## src/rtl/cfg_port_pkg.sv

```systemverilog
package cfg_port_pkg;
    localparam int ADDR_W  = 2;
    localparam int DATA_W  = 10;
    localparam int FRAME_W = ADDR_W + DATA_W;
    localparam int GAIN_W  = 9;
    localparam int DAC_W   = 8;
    localparam int CLAMP_W = 7;
    localparam int POL_W   = 7;
    localparam int POL_VS_BIT = 6;
    // writable polarity bits: 0,1,3,5,6
    localparam logic [POL_W-1:0] POL_KEEP = 7'b110_1011;
    localparam int SYNC_STAGES = 2;

    typedef enum logic [ADDR_W-1:0] {
        SEL_GAIN  = 2'b00,
        SEL_DAC   = 2'b01,
        SEL_CLAMP = 2'b10,
        SEL_POL   = 2'b11
    } sel_e;
endpackage

```

## src/rtl/cfg_sync.sv

```systemverilog
module cfg_sync #(
    parameter int WIDTH  = 4,
    parameter int STAGES = 2
) (
    input  logic             clk,
    input  logic             rst_n,
    input  logic [WIDTH-1:0] d_i,
    output logic [WIDTH-1:0] q_o
);
    logic [WIDTH-1:0] chain_q [STAGES];

    for (genvar g = 0; g < STAGES; g++) begin : g_stage
        logic [WIDTH-1:0] stage_d;
        if (g == 0) begin : g_first
            assign stage_d = d_i;
        end else begin : g_next
            assign stage_d = chain_q[g-1];
        end
        always_ff @(posedge clk or negedge rst_n) begin
            if (!rst_n) chain_q[g] <= '0;
            else        chain_q[g] <= stage_d;
        end
    end

    assign q_o = chain_q[STAGES-1];
endmodule

```

## src/rtl/cfg_shift.sv

```systemverilog
module cfg_shift #(
    parameter int FRAME_W = 12
) (
    input  logic               clk,
    input  logic               rst_n,
    input  logic               sclk_s,
    input  logic               sdat_s,
    input  logic               stb_s,
    output logic [FRAME_W-1:0] word_o,
    output logic               load_o
);
    typedef struct packed {
        logic [FRAME_W-1:0] shreg;
        logic               sclk_prev;
        logic               stb_prev;
    } shift_st_t;

    shift_st_t st_d, st_q;

    always_comb begin
        st_d           = st_q;
        st_d.sclk_prev = sclk_s;
        st_d.stb_prev  = stb_s;
        if (sclk_s && !st_q.sclk_prev && !stb_s) begin
            st_d.shreg = {st_q.shreg[FRAME_W-2:0], sdat_s};
        end
    end

    always_ff @(posedge clk or negedge rst_n) begin
        if (!rst_n) st_q <= '0;
        else        st_q <= st_d;
    end

    assign word_o = st_q.shreg;
    assign load_o = stb_s && !st_q.stb_prev;

    // strobe high freezes the word
    p_frozen_in_strobe_r8: assert property (@(posedge clk) disable iff (!rst_n)
        stb_s |=> $stable(st_q.shreg));
endmodule

```

## src/rtl/cfg_regs.sv

```systemverilog
module cfg_regs
    import cfg_port_pkg::*;
#(
    parameter int FW = FRAME_W
) (
    input  logic               clk,
    input  logic               rst_n,
    input  logic [FW-1:0]      word_i,
    input  logic               load_i,
    input  logic               vsync_s,
    output logic [GAIN_W-1:0]  gain_o,
    output logic [DAC_W-1:0]   dac_o,
    output logic [CLAMP_W-1:0] clamp_o,
    output logic [POL_W-1:0]   pol_o
);
    typedef struct packed {
        logic [GAIN_W-1:0]  hold_gain;
        logic [DAC_W-1:0]   hold_dac;
        logic [CLAMP_W-1:0] hold_clamp;
        logic [GAIN_W-1:0]  act_gain;
        logic [DAC_W-1:0]   act_dac;
        logic [CLAMP_W-1:0] act_clamp;
        logic [POL_W-1:0]   pol;
        logic               vs_prev;
    } regs_st_t;

    regs_st_t st_d, st_q;
    sel_e              sel;
    logic [DATA_W-1:0] payload;
    logic              vs_edge;

    always_comb begin
        sel     = sel_e'(word_i[FW-1 -: ADDR_W]);
        payload = word_i[DATA_W-1:0];
        vs_edge = st_q.pol[POL_VS_BIT] ? (!vsync_s &&  st_q.vs_prev)
                                       : ( vsync_s && !st_q.vs_prev);
        st_d         = st_q;
        st_d.vs_prev = vsync_s;
        if (vs_edge) begin
            st_d.act_gain  = st_q.hold_gain;
            st_d.act_dac   = st_q.hold_dac;
            st_d.act_clamp = st_q.hold_clamp;
        end
        if (load_i) begin
            unique case (sel)
                SEL_GAIN:  st_d.hold_gain  = payload[GAIN_W-1:0];
                SEL_DAC:   st_d.hold_dac   = payload[DAC_W-1:0];
                SEL_CLAMP: st_d.hold_clamp = payload[CLAMP_W-1:0];
                SEL_POL:   st_d.pol        = payload[POL_W-1:0] & POL_KEEP;
            endcase
        end
    end

    always_ff @(posedge clk or negedge rst_n) begin
        if (!rst_n) st_q <= '0;
        else        st_q <= st_d;
    end

    assign gain_o  = st_q.act_gain;
    assign dac_o   = st_q.act_dac;
    assign clamp_o = st_q.act_clamp;
    assign pol_o   = st_q.pol;

    // holding registers move only on a strobe load
    p_hold_on_load_r4: assert property (@(posedge clk) disable iff (!rst_n)
        !load_i |=> $stable({st_q.hold_gain, st_q.hold_dac, st_q.hold_clamp, st_q.pol}));

    // unused polarity bits stay clear
    p_pol_reserved_r5: assert property (@(posedge clk) disable iff (!rst_n)
        (st_q.pol & ~POL_KEEP) == '0);

    // outputs hold between commit edges
    p_commit_only_on_edge_r6: assert property (@(posedge clk) disable iff (!rst_n)
        !vs_edge |=> $stable({gain_o, dac_o, clamp_o}));

    // a commit edge copies the holding values seen before it
    p_commit_copies_r7: assert property (@(posedge clk) disable iff (!rst_n)
        vs_edge |=> ({gain_o, dac_o, clamp_o} ==
                     $past({st_q.hold_gain, st_q.hold_dac, st_q.hold_clamp})));
endmodule

```

## src/rtl/cfg_serial_port.sv

```systemverilog
module cfg_serial_port
    import cfg_port_pkg::*;
(
    input  logic               clk,
    input  logic               rst_n,
    input  logic               ser_clk_i,
    input  logic               ser_dat_i,
    input  logic               ser_stb_i,
    input  logic               vsync_i,
    output logic [GAIN_W-1:0]  gain_o,
    output logic [DAC_W-1:0]   dac_o,
    output logic [CLAMP_W-1:0] clamp_o,
    output logic [POL_W-1:0]   pol_o
);
    localparam int N_IN = 4;

    logic [N_IN-1:0]    raw_w, sync_w;
    logic [FRAME_W-1:0] word_w;
    logic               load_w;

    assign raw_w = {vsync_i, ser_stb_i, ser_dat_i, ser_clk_i};

    cfg_sync #(.WIDTH(N_IN), .STAGES(SYNC_STAGES)) u_sync (
        .clk   (clk),
        .rst_n (rst_n),
        .d_i   (raw_w),
        .q_o   (sync_w)
    );

    cfg_shift #(.FRAME_W(FRAME_W)) u_shift (
        .clk    (clk),
        .rst_n  (rst_n),
        .sclk_s (sync_w[0]),
        .sdat_s (sync_w[1]),
        .stb_s  (sync_w[2]),
        .word_o (word_w),
        .load_o (load_w)
    );

    cfg_regs #(.FW(FRAME_W)) u_regs (
        .clk     (clk),
        .rst_n   (rst_n),
        .word_i  (word_w),
        .load_i  (load_w),
        .vsync_s (sync_w[3]),
        .gain_o  (gain_o),
        .dac_o   (dac_o),
        .clamp_o (clamp_o),
        .pol_o   (pol_o)
    );
endmodule

```

## config.mk

```make
export PLATFORM = sky130hd
export DESIGN_NAME = cfg_serial_port
export DESIGN_NICKNAME = d
export VERILOG_FILES = /design/src/rtl/cfg_port_pkg.sv /design/src/rtl/cfg_sync.sv /design/src/rtl/cfg_shift.sv /design/src/rtl/cfg_regs.sv /design/src/rtl/cfg_serial_port.sv
export SDC_FILE = /design/constraint.sdc
export NUM_CORES = 1
export LEC_CHECK = 0
export ABC_CLOCK_PERIOD_IN_PS = 1400
export BUFFER_PORTS_ARGS = -buffer_cell sky130_fd_sc_hd__buf_2
export CORE_ASPECT_RATIO = 0.7
export CORE_UTILIZATION = 40
export DETAILED_ROUTE_END_ITERATION = 8
export PLACE_DENSITY_LB_ADDON = 0.08
export SYNTH_ARGS = -nofsm -noshare
export SYNTH_HDL_FRONTEND = slang
export SYNTH_SLANG_ARGS = --single-unit
```

## constraint.sdc

```tcl
create_clock -name clk -period 1.4 [get_ports clk]
set_input_delay 0 -clock clk [delete_from_list [all_inputs] [get_ports clk]]
set_output_delay 0 -clock clk [all_outputs]
set_load 0.005 [all_outputs]
```

==> run metrics <==
Synth area leader=dfrtp_1; ANT nets after route=0; most frequent cell after synthesis=dfrtp_1; Max VDD drop=0.000698 V; status=finished, final reports clean; sequential-to-total area share from yosys stat=49.1%; CTS root buffer=clkbuf_16; core area=9220 um2; Rows=29; max cap viols=0; Ant. Diodes=0; Die ar.=10,100 um2; vias in the first global route=2,552; worst reg2reg path endpoint=u_regs.st_q[38]$_DFFE_PN0P_; fmax=731 MHz; Setup CP Type=flip-flop to flip-flop; initial antenna violation count=0; fin. max-slew vios=0; Yosys top cell area share=49.1%; I/O Pins=37; Synth Register Bits=76; unrepaired setup endpoints after global routing=yes; global route overflow=0; largest net degree at the start of global routing=55; Synth Flop Type=dfrtp_1; clk_lat worst skew=0.33 ns; number of flops mapped to enable cells by yosys=0; Inserted Clock Buffers=9; crit path capture type=flip-flop; Worst Reg-to-Reg Cells=3; clk buf depth=2; first-pass GRT wire length=13,400 um; Clock Sink Count=76; Critical path origin=u_shift.st_q[0]$_DFF_PN0_; vias post-DR=2,592; Netlist cell types=16; Area Growth Syn to Fin=13.5%; Die H=84.3 um; TritonCTS clock tree=yes; 1st-iter DRT viols=153; commonest cells in the netlist=dfrtp_1 (76), nor2b_1 (48), o21ai_0 (48), mux2_2 (41), buf_4 (31); syn avg cell area=11.0 um2; yosys warns=0; share of post-route cells with drive strength above 1=31.2%; Post-DP Area=4020 um2; drt wl/cell=16.0 um; final hold vios=0; Power per Cell Area=1380 nW/um2; Worst EP arrival=1.58 ns; initial core utilization=42.0%; fin area=4400 um2; worst hold path type=input port to async pin; worst clock skew=0.00405 ns; vias per inst=5.30; crit start category=flip-flop; gpl congestion=0.686; H-tree depth=3; CP Max Fanout=7; Reg clk slew, reported paths=0.06 ns; CP Capture Point=u_regs.st_q[38]$_DFFE_PN0P_; detailed placement HPWL=5140 um; largest cells by area after synthesis=dfrtp_1 (49%), mux2_2 (12%), nor2b_1 (7.8%); Final Critical Period=1.37 ns; Total Power=6.09 mW; Tcrit/Tclk final=97.7%; fill count=872; gr usage total=17.4%; LEAKAGE=1.90 nW; Pre-antenna DRT Iters=4; Port Buf Inserts=34; required time at the worst-slack endpoint=1.62 ns; Gate Count Post-Synth=353; Residual DRC=0; Nets=366; Detailed Route WL=7830 um; synthesized cell area=3870 um2; Post-synth ARST share=100%; reg-to-reg slack, setup=0.03 ns; endpoints failing setup=0; Worst R2R Start=u_shift.st_q[0]$_DFF_PN0_; Die Width=120 um
==> layout make-up <==
type	instances	area [um2]	area share, %
flip-flops and latches	76	1910	43.4
clock inverters	6	65.1	1.48
well taps	124	155	3.53
clock buffers	10	229	5.21
repair buffers	56	408	9.28
multi-input cells	217	1630	37.1
==> cells by family (layout without fill, tap and decap cells) <==
| family | after synthesis | count (layout) | share of synthesized area, % |
|---|---|---|---|
| other | 1 | 2 | 0.0968 |
| AOI/OAI and AO/OA | 72 | 72 | 12.4 |
| DFF | 76 | 76 | 49.1 |
| muxes | 41 | 41 | 11.9 |
| buffers and inverters | 61 | 72 | 9.18 |
| and+or+nand+nor | 102 | 102 | 17.3 |
==> through the flow <==
| stage | setup TNS (ns) | instances | hold WS, ns | worst slack, ns | utilization [%] |
|---|---|---|---|---|---|
| 3_5_place_dp | 0 | 467 | -0.0147 | 0.00330 | 43.6 |
| 4_1_cts | 0 | 488 | 0.168 | 0.00367 | 47.4 |
| 3_3_place_gp | 0 | 467 | -0.0161 | 0.000726 | 43.6 |
| 5_1_grt | -0.413 | 489 | 0.188 | -0.0456 | 47.7 |
| 6_report | 0 | 489 | 0.162 | 0.0317 | 47.7 |
| 2_1_floorplan | -0.0904 | 354 | -0.296 | -0.0100 | - |
==> registers in the layout, summed over array words and instances, names as in the netlist <==
register,count
u_regs.clamp_o,7
u_regs.dac_o,8
u_regs.gain_o,9
u_regs.pol_o,5
u_regs.st_q,25
u_shift.st_q,2
u_shift.word_o,12
u_sync.g_stage.stage_d,4
u_sync.q_o,4
==> cells in the final DEF (no fill, tap or decap), drive strengths merged <==
| master | Yosys | routed |
|---|---|---|
| and2 | 1 | 1 |
| and4bb | 1 | 1 |
| buf | 39 | 51 |
| bufinv | 0 | 1 |
| clkbuf | 22 | 10 |
| clkinv | 0 | 4 |
| clkinvlp | 0 | 1 |
| conb | 1 | 2 |
| dfrtp | 76 | 76 |
| dlygate4sd3 | 0 | 5 |
| mux2 | 41 | 41 |
| nand4b | 1 | 1 |
| nor2b | 48 | 48 |
| nor3 | 24 | 24 |
| nor3b | 25 | 25 |
| nor4b | 1 | 1 |
| nor4bb | 1 | 1 |
| o21ai | 48 | 48 |
| o311a | 24 | 24 |
==> critical path: stages, from the launching register on <==
cell      delay [ns]
dfrtp_1         0.42
nor4bb_1        0.28
buf_4           0.21
mux2_2          0.34
==> metal layers <==
metal	up-vias	wire, um	GRT usage (%)
met2	48	3350	26.1
met5	-	0	0
met3	8	287	5.30
li1	1251	-	-
met4	0	72	5.11
met1	1285	4120	24.1
==> where the power goes <==
group	leakage, nW	switching [mW]	internal [mW]
clock network	0.142	0.901	1.38
registers	0.950	0.431	2.56
logic	0.810	0.320	0.492
==> worst min-delay path by stage <==
| stage | cells after the start | start | to |
|---|---|---|---|
| final | 2 | rst_n | u_regs.clamp_o[1]$_DFFE_PN0P_ |
| after global routing | 2 | rst_n | u_regs.clamp_o[1]$_DFFE_PN0P_ |
| after CTS | 2 | rst_n | u_regs.clamp_o[1]$_DFFE_PN0P_ |
| after detailed placement | 1 | rst_n | u_regs.clamp_o[1]$_DFFE_PN0P_ |
| after global placement | 1 | rst_n | u_regs.clamp_o[1]$_DFFE_PN0P_ |
| after floorplan | 0 | rst_n | u_regs.clamp_o[0]$_DFFE_PN0P_ |
==> repair_timing <==
action | in CTS | in global routing
buffers inserted | 0 | 1
hold endpoints to repair | 56 | 0
gates resized for setup | 2 | 5
setup endpoints to repair | 15 | 33
pin swaps | 0 | 1
hold buffers | 5 | 0
(Power assumes the default switching activity.)
